## src/rtl/spi_port.sv

```systemverilog
module spi_port #(
  parameter int DW = 8
) (
  input  logic          clk,
  input  logic          rst_n,
  input  logic          spi_en,
  input  logic          is_master,
  input  logic          int_en,
  input  logic          gie,
  input  logic [1:0]    rate_sel,
  input  logic          bus_addr,
  input  logic          bus_we,
  input  logic          bus_re,
  input  logic [DW-1:0] bus_wdata,
  output logic [DW-1:0] bus_rdata,
  input  logic          irq_ack,
  output logic          irq,
  output logic          sck_o,
  output logic          mosi_o,
  input  logic          miso_i,
  input  logic          sck_i,
  input  logic          mosi_i,
  output logic          miso_o,
  input  logic          ss_n_i
);
  localparam int BW = $clog2(DW);
  localparam int CW = 7;

  logic [2:0] sy1, sy2;
  logic sck_d, ss_d;
  logic [DW-1:0] sr, rbuf;
  logic [BW-1:0] bcnt;
  logic [CW-1:0] cnt, base, half;
  logic rx_bit, run, sck_q, dbl, spif, wcol, arm_f, arm_w;

  always_ff @(posedge clk or negedge rst_n)
    if (!rst_n) begin
      sy1 <= 3'b100; sy2 <= 3'b100; sck_d <= 1'b0; ss_d <= 1'b1;
    end else begin
      sy1 <= {ss_n_i, mosi_i, sck_i};
      sy2 <= sy1;
      sck_d <= sy2[0];
      ss_d <= sy2[2];
    end

  wire sck_s = sy2[0];
  wire mosi_s = sy2[1];
  wire ss_s = sy2[2];
  wire sck_rise = sck_s & ~sck_d;
  wire sck_fall = ~sck_s & sck_d;
  wire mst = spi_en & is_master;
  wire slv = spi_en & ~is_master;
  wire modf = mst & ~ss_s & ss_d;
  wire wr_dat = bus_we & ~bus_addr;
  wire wr_st = bus_we & bus_addr;
  wire rd_st = bus_re & bus_addr;
  wire acc_dat = (bus_we | bus_re) & ~bus_addr;
  wire collide = wr_dat & run;
  wire last_bit = (bcnt == BW'(DW - 1));
  wire tick = mst & run & (cnt == half - 1'b1);
  wire m_last = tick & sck_q & last_bit;
  wire s_last = slv & run & ~ss_s & sck_fall & last_bit;
  wire done_evt = m_last | s_last | modf;

  always_comb begin
    case (rate_sel)
      2'd0:    base = 7'd2;
      2'd1:    base = 7'd8;
      2'd2:    base = 7'd32;
      default: base = 7'd64;
    endcase
    half = dbl ? (base >> 1) : base;
  end

  always_ff @(posedge clk or negedge rst_n)
    if (!rst_n) begin
      sr <= '0; rbuf <= '0; bcnt <= '0; cnt <= '0;
      rx_bit <= 1'b0; run <= 1'b0; sck_q <= 1'b0;
    end else begin
      if (wr_dat && !run) begin
        sr <= bus_wdata;
        if (mst) begin
          run <= 1'b1; cnt <= '0; bcnt <= '0; sck_q <= 1'b0;
        end
      end
      if (modf || !spi_en) begin
        run <= 1'b0; sck_q <= 1'b0; cnt <= '0; bcnt <= '0;
      end else if (mst) begin
        if (run) begin
          if (tick) begin
            cnt <= '0;
            if (!sck_q) begin
              sck_q <= 1'b1;
              rx_bit <= miso_i;
            end else begin
              sck_q <= 1'b0;
              sr <= {sr[DW-2:0], rx_bit};
              bcnt <= bcnt + 1'b1;
              if (last_bit) begin
                run <= 1'b0;
                rbuf <= {sr[DW-2:0], rx_bit};
                bcnt <= '0;
              end
            end
          end else begin
            cnt <= cnt + 1'b1;
          end
        end
      end else if (ss_s) begin
        run <= 1'b0; bcnt <= '0;
      end else begin
        if (sck_rise) begin
          rx_bit <= mosi_s;
          run <= 1'b1;
        end
        if (sck_fall && run) begin
          sr <= {sr[DW-2:0], rx_bit};
          bcnt <= bcnt + 1'b1;
          if (last_bit) begin
            run <= 1'b0;
            rbuf <= {sr[DW-2:0], rx_bit};
            bcnt <= '0;
          end
        end
      end
    end

  always_ff @(posedge clk or negedge rst_n)
    if (!rst_n) begin
      spif <= 1'b0; wcol <= 1'b0; arm_f <= 1'b0; arm_w <= 1'b0; dbl <= 1'b0;
    end else begin
      spif <= done_evt | (spif & ~((acc_dat & (arm_f | arm_w)) | irq_ack));
      wcol <= collide | (wcol & ~(acc_dat & arm_w));
      if (done_evt) arm_f <= 1'b0;
      else if (rd_st && spif) arm_f <= 1'b1;
      else if (acc_dat) arm_f <= 1'b0;
      if (collide) arm_w <= 1'b0;
      else if (rd_st && wcol) arm_w <= 1'b1;
      else if (acc_dat) arm_w <= 1'b0;
      if (wr_st) dbl <= bus_wdata[0];
    end

  assign bus_rdata = bus_addr ? {spif, wcol, {(DW-3){1'b0}}, dbl} : rbuf;
  assign irq = int_en & gie & spif;
  assign sck_o = sck_q;
  assign mosi_o = sr[DW-1];
  assign miso_o = sr[DW-1];

  a_r8_collision_flag: assert property (@(posedge clk) disable iff (!rst_n)
    collide |=> wcol);
  a_r8_shift_continues: assert property (@(posedge clk) disable iff (!rst_n)
    (collide && mst && !done_evt) |=> run);
  a_r6_done_sets_flag: assert property (@(posedge clk) disable iff (!rst_n)
    done_evt |=> spif);
  a_r7_ack_clears: assert property (@(posedge clk) disable iff (!rst_n)
    (irq_ack && !done_evt) |=> !spif);
  a_r11_abort_idle: assert property (@(posedge clk) disable iff (!rst_n)
    modf |=> (!run && !sck_o));
endmodule

```

## config.mk

```make
export PLATFORM = sky130hd
export DESIGN_NAME = spi_port
export DESIGN_NICKNAME = d
export VERILOG_FILES = /design/src/rtl/spi_port.sv
export SDC_FILE = /design/constraint.sdc
export NUM_CORES = 1
export LEC_CHECK = 0
export ABC_AREA = 1
export BUFFER_PORTS_ARGS = -buffer_cell sky130_fd_sc_hd__buf_4
export CORE_ASPECT_RATIO = 1.5
export CORE_MARGIN = 3
export CORE_UTILIZATION = 58
export DETAILED_ROUTE_END_ITERATION = 16
export HOLD_SLACK_MARGIN = 0.02
export PLACE_DENSITY = 0.91
export REMOVE_ABC_BUFFERS = 1
export SLEW_MARGIN = 20
export SYNTH_ARGS = -nofsm -noshare
export SYNTH_HDL_FRONTEND = slang
export SYNTH_SLANG_ARGS = --single-unit
```

## constraint.sdc

```tcl
create_clock -name clk -period 1.9 [get_ports clk]
set_input_delay 0.285 -clock clk [delete_from_list [all_inputs] [get_ports clk]]
set_output_delay 0.285 -clock clk [all_outputs]
set_load 0.05 [all_outputs]
```

==> impl_metrics.env, run 1 <==
export IMPL_worst_pin_slew_ns=0.552
export IMPL_num_io_pins=36
export IMPL_syn_to_final_growth_pct=21.8
export IMPL_slew_viol_final=0
export IMPL_yosys_area_share_simple=0.326
export IMPL_layout_setup_ws_ns=0.0296
export IMPL_htree_levels=2
export IMPL_p_leak_nw=1.64
export IMPL_syn_area_um2=2640
export IMPL_coreArea_um2=4320
export IMPL_place_ws_ns=0.0362
export IMPL_path_cells="inv_1, nand2_1, nand2_1, nand2_1, nand2_1, nor2_1, nand4_1, buf_4, o21ai_0, a21oi_1"
export IMPL_critPathKind="flip-flop to flip-flop"
export IMPL_grt_max_degree=43
export IMPL_cp_num_cells=10
export IMPL_max_freq_mhz=535
export IMPL_synth_top_flop_cell="dfrtp_1"
export IMPL_wl_per_cell_um=15.2
export IMPL_muxShareOfSynthArea=0
export IMPL_cap_violations=0
export IMPL_mostFrequentLayoutCell="nand2_1"
export IMPL_critPathMaxStageDelay_ns=0.47
export IMPL_antenna_found_initial=0
export IMPL_max_slew_margin=0.632
export IMPL_cts_sinks=42
export IMPL_ir_drop_mv=0.521
export IMPL_nFillCells=316
export IMPL_die_area_um2=5420
export IMPL_arrival_ns=2.06
export IMPL_synth_compound_area_frac=0.157
export IMPL_clkTransAtPathRegs_ns=0.08
export IMPL_rows=29
export IMPL_finalPower_mw=2.45
export IMPL_drt_pass1_iterations=5
export IMPL_synth_top_family_by_area="simple AND/OR/NAND/NOR gates"
export IMPL_yosysUniqueCellTypes=33
export IMPL_cts_tree="yes"
export IMPL_pwr_density_cell_nw_per_um2=760
export IMPL_die_width_um=61.1
export IMPL_setup_viol=0
export IMPL_final_cell_mix="nand2_1, inv_1, buf_4"
export IMPL_outcome="finished clean"
export IMPL_vias=2780
export IMPL_ys_async_sr_fraction=1.00
export IMPL_critical_path_endpoint_type="flip-flop"
export IMPL_final_util=0.746
export IMPL_cts_root_buf="clkbuf_8"
export IMPL_dpl_hpwl_um=4690
export IMPL_floorplan_initialDensity=0.612
export IMPL_worstPathRequired_ns=2.09
export IMPL_synth_edf_count=0
export IMPL_die_y_um=88.7
export IMPL_vias_per_cell=5.84
export IMPL_finalWirelength_um=7250
export IMPL_fin_skew_ns=0.00727
export IMPL_yosysSeqAreaShare=0.399
export IMPL_gp_congestion=0.873
export IMPL_port_buffers=35
export IMPL_yosysWarningCount=0
export IMPL_clk_insertion_delay_late_ns=0.30
export IMPL_drive_above_1_share=0.195
export IMPL_synth_fa_ha_area_frac=0.0142
export IMPL_critPathSlowestCell="dfrtp_1"
export IMPL_syn_avg_cell_area_um2=6.96
export IMPL_final_hold_viol_count=0
export IMPL_tns_ns=0
export IMPL_nNetsFinal=456
export IMPL_critical_path_startpoint_type="flip-flop"
export IMPL_crit_path_frequent_cell="nand2_1"
export IMPL_cts_max_path_buffers=2
export IMPL_cts_made_buffers=5
export IMPL_whs_path_depth=1
export IMPL_diodes=0
export IMPL_r2r_cells=10
export IMPL_grt_use_total=0.263
export IMPL_ys_ff_latch=42
export IMPL_drt_iter0_markers=342
export IMPL_antenna_left=0
export IMPL_grt_pass1_vias=2495
export IMPL_synthXorXnorAreaFrac=0.00331
export IMPL_drc=0
export IMPL_hold_path_class="input port to flip-flop"
export IMPL_fin_crit_ns=1.87
export IMPL_path_buf_inv=2
export IMPL_critPathTopFamily="simple AND/OR/NAND/NOR gates"
export IMPL_gr_total_overflow=0
export IMPL_period_share=0.984
export IMPL_synth_cells=380
export IMPL_grt_pass1_wl_um=10800
export IMPL_crit_fanout=7
-- cells by family (layout without fill, tap and decap cells) --
| family | after synthesis | count (layout) |
|---|---|---|
| fa+ha+maj | 3 | 3 |
| compound gates | 71 | 71 |
| xor+xnor | 1 | 1 |
| simple gates | 198 | 199 |
| buf+inv | 65 | 114 |
| flops | 42 | 42 |
-- cell type report --
| type | instances | area [um2] | share of cell area |
|---|---|---|---|
| Timing Repair inverter | 1 | 7.51 | 0.00233 |
| Multi-Input combinational cell | 274 | 1370 | 0.424 |
| Clock inverter | 2 | 60.1 | 0.0186 |
| Tap cell | 46 | 57.6 | 0.0179 |
| Inverter | 55 | 214 | 0.0664 |
| Timing Repair Buffer | 50 | 378 | 0.117 |
| Clock buffer | 6 | 82.6 | 0.0256 |
| Sequential cell | 42 | 1050 | 0.328 |
-- power breakdown --
group / internal (mW) / switching (mW)
logic: 0.184 / 0.359
clock network: 0.560 / 0.313
registers: 0.974 / 0.0572
total: 1.72 / 0.729
-- final timing paths --
path	slack, ns	from	end
setup / recovery	0.03	dbl$_DFFE_PN0P_	sr[7]$_DFF_PN0_
hold / removal	0.09	ss_n_i	sy1[2]$_DFF_PN1_
setup reg to reg	0.03	dbl$_DFFE_PN0P_	sr[7]$_DFF_PN0_
hold reg to reg	0.36	sy1[0]$_DFF_PN0_	sy2[0]$_DFF_PN0_
max in group asynchronous	1.00	rst_n	sy1[2]$_DFF_PN1_
min in group asynchronous	0.52	rst_n	cnt[6]$_DFF_PN0_
-- Yosys cell counts (2+ instances only) --
cell type | count | area share
a21oi_1 | 27 | 0.051
inv_2 | 2 | 0.0028
inv_1 | 53 | 0.075
nand2_1 | 106 | 0.15
buf_2 | 4 | 0.0076
nor2_2 | 2 | 0.0047
o21ai_0 | 24 | 0.045
nand3_2 | 3 | 0.011
ha_1 | 3 | 0.014
dfrtp_1 | 39 | 0.37
a31oi_1 | 3 | 0.0071
nand3_1 | 25 | 0.047
clkbuf_1 | 3 | 0.0043
nand4_1 | 9 | 0.021
o21ai_2 | 8 | 0.027
buf_6 | 2 | 0.0085
dfstp_2 | 3 | 0.030
nor3_1 | 5 | 0.0095
a211oi_1 | 2 | 0.0057
nor2_1 | 44 | 0.062
-- routing by layer --
layer / share of wire / GRT usage / vias up
met5: 0 / 0 / -
met3: 0.086 / 0.0438 / 34
met1: 0.39 / 0.317 / 1251
met4: 0.033 / 0.103 / 0
met2: 0.49 / 0.455 / 174
li1: - / - / 1321
-- state kept, by name, summed over array words and instances, names as in the netlist --
signal,flops
ss_d,1
run,1
rbuf,8
sck_d,1
bcnt,3
wcol,1
arm_w,1
sck_o,1
rx_bit,1
spif,1
arm_f,1
cnt,7
sy2,3
sr,8
dbl,1
sy1,3
-- per-stage QoR --
step	instances	instance area [um2]	hold slack [ns]
after floorplan	370	2580	-0.0106
after global placement	463	2990	0.294
after detailed placement	463	2990	0.301
after CTS	472	3150	0.0881
after global routing	476	3220	0.0743
final	476	3220	0.0925
-- timing repair --
item	CTS	global route
endpoints found under the hold margin	39	0
endpoints found under the setup margin	0	13
resized for setup	0	10
hold buffers	1	0
setup buffers	0	2
Note: power is estimated with default switching activity, not from simulation.
==> inputs of run 2 (changes only) <==
--- a/config.mk
+++ b/config.mk
@@ -13,8 +13,6 @@
 export DETAILED_ROUTE_END_ITERATION = 16
 export HOLD_SLACK_MARGIN = 0.02
 export PLACE_DENSITY = 0.91
-export REMOVE_ABC_BUFFERS = 1
-export SLEW_MARGIN = 20
 export SYNTH_ARGS = -nofsm -noshare
 export SYNTH_HDL_FRONTEND = slang
 export SYNTH_SLANG_ARGS = --single-unit
==> impl_metrics.env, run 2 (synthesis gave the netlist of run 1 again) <==
export IMPL_outcome="finished clean"
export IMPL_antenna_found_initial=0
export IMPL_coreArea_um2=4320
export IMPL_dpl_instance_area_um2=2990
export IMPL_slew_viol_final=0
export IMPL_critPathSlowestCell="dfrtp_1"
export IMPL_drive_above_1_share=0.185
export IMPL_cts_sinks=42
export IMPL_antenna_left=0
export IMPL_cts_root_buf="clkbuf_8"
export IMPL_clkTransAtPathRegs_ns=0.08
export IMPL_rows=29
export IMPL_dpl_hpwl_um=4800
export IMPL_wl_per_cell_um=15.0
export IMPL_worst_pin_slew_ns=0.544
export IMPL_hold_path_class="input port to flip-flop"
export IMPL_postCtsSetupRepairBufs=0
export IMPL_setup_viol=0
export IMPL_p_leak_nw=1.64
export IMPL_nNetsFinal=452
export IMPL_critical_path_startpoint_type="flip-flop"
export IMPL_finalWirelength_um=7080
export IMPL_htree_levels=2
export IMPL_gr_total_overflow=0
export IMPL_critPathKind="flip-flop to flip-flop"
export IMPL_worstPathRequired_ns=2.12
export IMPL_finalPower_mw=2.46
export IMPL_critical_path_endpoint_type="flip-flop"
export IMPL_critPathTopFamily="buffers and inverters"
export IMPL_grt_pass1_wl_um=11400
export IMPL_max_slew_margin=0.637
export IMPL_path_buf_inv=2
export IMPL_max_freq_mhz=553
export IMPL_clk_insertion_delay_late_ns=0.31
export IMPL_path_cells="inv_2, nor2_1, nand2_1, nor2_2, inv_1, o21ai_0, a21oi_1, nor2_1, a21oi_1"
export IMPL_die_width_um=61.1
export IMPL_crit_fanout=15
export IMPL_final_cell_mix="nand2_1, inv_1, buf_4"
export IMPL_gp_congestion=0.873
export IMPL_fin_area_um2=3170
export IMPL_fin_skew_ns=0.00887
export IMPL_arrival_ns=2.03
export IMPL_die_area_um2=5420
export IMPL_vias_per_cell=5.96
export IMPL_pwr_density_cell_nw_per_um2=775
export IMPL_port_buffers=35
export IMPL_num_io_pins=36
export IMPL_final_hold_viol_count=0
export IMPL_syn_to_final_growth_pct=19.9
export IMPL_cts_made_buffers=5
export IMPL_cts_max_path_buffers=2
export IMPL_dp_cells=463
export IMPL_grt_max_degree=43
export IMPL_cap_violations=0
export IMPL_grt_use_total=0.277
export IMPL_die_y_um=88.7
export IMPL_vias=2815
export IMPL_rsz0062_at_grt="yes"
export IMPL_fin_crit_ns=1.81
export IMPL_fin_cells=472
export IMPL_grt_pass1_vias=2560
export IMPL_floorplan_initialDensity=0.612
export IMPL_critPathMaxStageDelay_ns=0.39
export IMPL_syn_nets=407
export IMPL_drt_iter0_markers=284
export IMPL_mostFrequentLayoutCell="nand2_1"
export IMPL_ir_drop_mv=0.582
export IMPL_layout_setup_ws_ns=0.0927
export IMPL_period_share=0.951
export IMPL_hold_ws_ns=0.0856
export IMPL_diodes=0
export IMPL_reg_top3="rbuf: 8 flops, sr: 8 flops, cnt: 7 flops"
export IMPL_cts_tree="yes"
export IMPL_place_ws_ns=0.0141
export IMPL_drt_pass1_iterations=7
export IMPL_drc=0
[run 2: worst reg2reg max path: cells and delay by family (launching register included)]
family          cells  cell delay (ns)
buf+inv             2             0.48
compound gates      3             0.47
simple gates        4             0.41
flops               1             0.39
[run 2: metal layers]
metal	share of wire	GRT usage	wire length (um)
met5	0	0	0
met4	0.042	0.148	300
met3	0.091	0.0482	644
met2	0.49	0.455	3500
met1	0.37	0.339	2640
[run 2: final timing paths]
kind / from / endpoint / slack, ns / cells after the start
max: run$_DFF_PN0_ / sr[0]$_DFF_PN0_ / 0.09 / 9
min in group asynchronous: rst_n / arm_w$_DFFE_PN0P_ / 0.48 / 2
min reg2reg: sy1[2]$_DFF_PN1_ / sy2[2]$_DFF_PN1_ / 0.35 / 0
max in group asynchronous: rst_n / sy1[2]$_DFF_PN1_ / 1.01 / 2
max reg2reg: run$_DFF_PN0_ / sr[0]$_DFF_PN0_ / 0.09 / 9
min: ss_n_i / sy1[2]$_DFF_PN1_ / 0.09 / 1
[run 2: per-stage QoR]
step,util,setup TNS (ns)
floorplan,-,0
global placement,0.693,0
detailed placement,0.693,0
CTS,0.730,0
global route,0.734,-0.0585
finish,0.734,0
[run 2: what timing repair did]
item | 4_1_cts | 5_1_grt
endpoints found under the setup margin | 2 | 19
endpoints found under the hold margin | 39 | 0
hold buffers | 1 | 0
gates resized for setup | 1 | 4
[run 2: power by group]
| group | leakage [nW] | internal [mW] | switching, mW |
|---|---|---|---|
| Combinational | 1.04 | 0.183 | 0.353 |
| Sequential | 0.527 | 0.975 | 0.0622 |
| Clock | 0.0714 | 0.560 | 0.322 |
| Total | 1.64 | 1.72 | 0.737 |
[run 2: area by class of cell]
cell class	instances	area [um2]
multi-input combinational	273	1340
fill	310	1150
clock inverter	2	60.1
timing repair buffer	48	363
clock buffer	6	82.6
sequential	42	1060
inverter	55	206
tap	46	57.6
==> inputs of run 3 (changes only) <==
--- a/config.mk
+++ b/config.mk
@@ -9,10 +9,10 @@
 export BUFFER_PORTS_ARGS = -buffer_cell sky130_fd_sc_hd__buf_4
 export CORE_ASPECT_RATIO = 1.5
 export CORE_MARGIN = 3
-export CORE_UTILIZATION = 58
+export CORE_UTILIZATION = 62
 export DETAILED_ROUTE_END_ITERATION = 16
 export HOLD_SLACK_MARGIN = 0.02
-export PLACE_DENSITY = 0.91
+export PLACE_DENSITY = 0.95
 export SYNTH_ARGS = -nofsm -noshare
 export SYNTH_HDL_FRONTEND = slang
 export SYNTH_SLANG_ARGS = --single-unit
==> constraint.sdc (replaced) <==
create_clock -name clk -period 2.1 [get_ports clk]
set_input_delay 0.315 -clock clk [delete_from_list [all_inputs] [get_ports clk]]
set_output_delay 0.315 -clock clk [all_outputs]
set_load 0.05 [all_outputs]
==> impl_metrics.env, run 3 (synthesis gave the netlist of run 1 again) <==
export IMPL_pwr_density_cell_nw_per_um2=636
export IMPL_ir_drop_mv=0.622
export IMPL_die_y_um=86.0
export IMPL_htree_levels=2
export IMPL_grt_pass1_wl_um=10900
export IMPL_vias_per_cell=5.78
export IMPL_die_area_um2=5100
export IMPL_vias=2695
export IMPL_nNetsFinal=447
export IMPL_die_width_um=59.3
export IMPL_drt_iter0_markers=208
export IMPL_grt_use_total=0.274
export IMPL_p_leak_nw=1.59
export IMPL_grt_pass1_vias=2553
export IMPL_arrival_ns=2.11
export IMPL_seqPwrFrac=0.482
export IMPL_final_hold_viol_count=0
export IMPL_cts_max_path_buffers=2
export IMPL_diodes=0
export IMPL_port_buffers=35
export IMPL_fin_cells=466
export IMPL_critical_path_startpoint_type="flip-flop"
export IMPL_mostFrequentLayoutCell="nand2_1"
export IMPL_hold_path_class="input port to flip-flop"
export IMPL_drive_above_1_share=0.166
export IMPL_p_int_mw=1.31
export IMPL_p_comb_frac=0.243
export IMPL_clk_insertion_delay_late_ns=0.30
export IMPL_grt_max_degree=43
export IMPL_setup_viol=0
export IMPL_rows=28
export IMPL_max_freq_mhz=519
export IMPL_fin_area_um2=3060
export IMPL_worst_pin_slew_ns=0.544
export IMPL_hold_ws_ns=0.121
export IMPL_reg_top3="rbuf: 8 flops, sr: 8 flops, cnt: 7 flops"
export IMPL_antenna_found_initial=0
export IMPL_finalPower_mw=1.95
export IMPL_p_sw_mw=0.638
export IMPL_cap_violations=0
export IMPL_drt_pass1_iterations=5
export IMPL_clkTransAtPathRegs_ns=0.09
export IMPL_floorplan_initialDensity=0.656
export IMPL_gp_congestion=0.879
export IMPL_dpl_instance_area_um2=2950
export IMPL_tns_ns=0
export IMPL_cts_tree="yes"
export IMPL_dp_cells=457
export IMPL_coreArea_um2=4030
export IMPL_rsz0062_at_grt="no"
export IMPL_num_io_pins=36
export IMPL_antenna_left=0
export IMPL_finalWirelength_um=6660
export IMPL_fin_crit_ns=1.93
export IMPL_worstPathRequired_ns=2.29
export IMPL_dpl_hpwl_um=4710
export IMPL_switching_share=0.327
export IMPL_critPathKind="flip-flop to flip-flop"
export IMPL_critical_path_endpoint_type="flip-flop"
export IMPL_nFillCells=309
export IMPL_gr_total_overflow=0
export IMPL_max_slew_margin=0.637
export IMPL_cts_sinks=42
export IMPL_period_share=0.917
export IMPL_clkPwrFrac=0.276
export IMPL_final_cell_mix="nand2_1, inv_1, nor2_1"
export IMPL_fin_skew_ns=0.0148
export IMPL_slew_viol_final=0
export IMPL_drc=0
export IMPL_cts_root_buf="clkbuf_8"
export IMPL_syn_to_final_growth_pct=15.9
export IMPL_outcome="finished clean"
export IMPL_syn_nets=407
export IMPL_crit_fanout=11
export IMPL_wl_per_cell_um=14.3
export IMPL_cts_made_buffers=5
run 3: changes by cell type in the layout (fill, tap and decap cells not counted):
cell | previous run | this run
nand2_2 | 1 | 0
clkbuf_1 | 0 | 1
nand2_1 | 105 | 106
nor3_1 | 4 | 5
bufinv_16 | 2 | 0
nand3_2 | 1 | 2
clkinv_2 | 0 | 1
nor3_2 | 1 | 0
dfrtp_1 | 38 | 39
nand3_4 | 2 | 1
buf_4 | 47 | 42
dfrtp_2 | 1 | 0
run 3: through the flow:
stage                util  setup slack, ns
floorplan               -            0.213
global placement    0.733            0.172
detailed placement  0.733            0.146
CTS                 0.758            0.136
global route        0.760           0.0381
finish              0.760            0.174
run 3: routing by layer:
layer,routed length (um),vias up,share of wire,GRT usage
met5,0,-,0,0
met4,165,0,0.025,0.124
met3,523,25,0.079,0.0512
met2,3400,145,0.51,0.475
met1,2570,1221,0.39,0.317
li1,-,1304,-,-
run 3: area by class of cell:
type	count	area (um2)	share of cell area
repair buffers	43	325	0.106
flip-flops and latches	42	1050	0.344
inverters	55	206	0.0674
clock buffers	7	86.3	0.0282
multi-input cells	273	1330	0.434
well taps	45	56.3	0.0184
clock inverters	1	5.00	0.00163
run 3: power groups by stage:
stage / clock (mW) / combinational [mW] / sequential, mW
2_1_floorplan: 0 / 0.311 / 0.946
4_1_cts: 0.550 / 0.469 / 0.935
5_1_grt: 0.583 / 0.524 / 0.947
3_3_place_gp: 0 / 0.449 / 0.946
6_report: 0.538 / 0.473 / 0.938
3_5_place_dp: 0 / 0.462 / 0.950
run 3: what timing repair did:
item	CTS	global route
endpoints found under the setup margin	0	8
hold buffers	1	0
buffers inserted	0	0
resized for setup	0	1
hold endpoints to repair	28	0
run 3: critical path, stage by stage, from the launching register on:
cell	delay, ns
dfrtp_1	0.37
inv_2	0.10
nor2_8	0.18
inv_2	0.09
nor2_1	0.12
nand2_1	0.10
nor2_4	0.18
nand3_2	0.27
nand2_1	0.14
nand2_1	0.10
nand2_1	0.09
nor2_1	0.05
run 3: path summary, 6_finish.rpt:
kind / depth (start not counted) / startpoint / end / slack (ns)
worst max-delay path: 11 / run$_DFF_PN0_ / arm_f$_DFFE_PN0P_ / 0.17
worst min-delay path: 1 / mosi_i / sy1[1]$_DFF_PN0_ / 0.12
worst max register to register: 11 / run$_DFF_PN0_ / arm_f$_DFFE_PN0P_ / 0.17
worst min register to register: 0 / sy1[0]$_DFF_PN0_ / sy2[0]$_DFF_PN0_ / 0.36
max in group asynchronous: 2 / rst_n / sy1[2]$_DFF_PN1_ / 1.17
min in group asynchronous: 2 / rst_n / arm_w$_DFFE_PN0P_ / 0.54
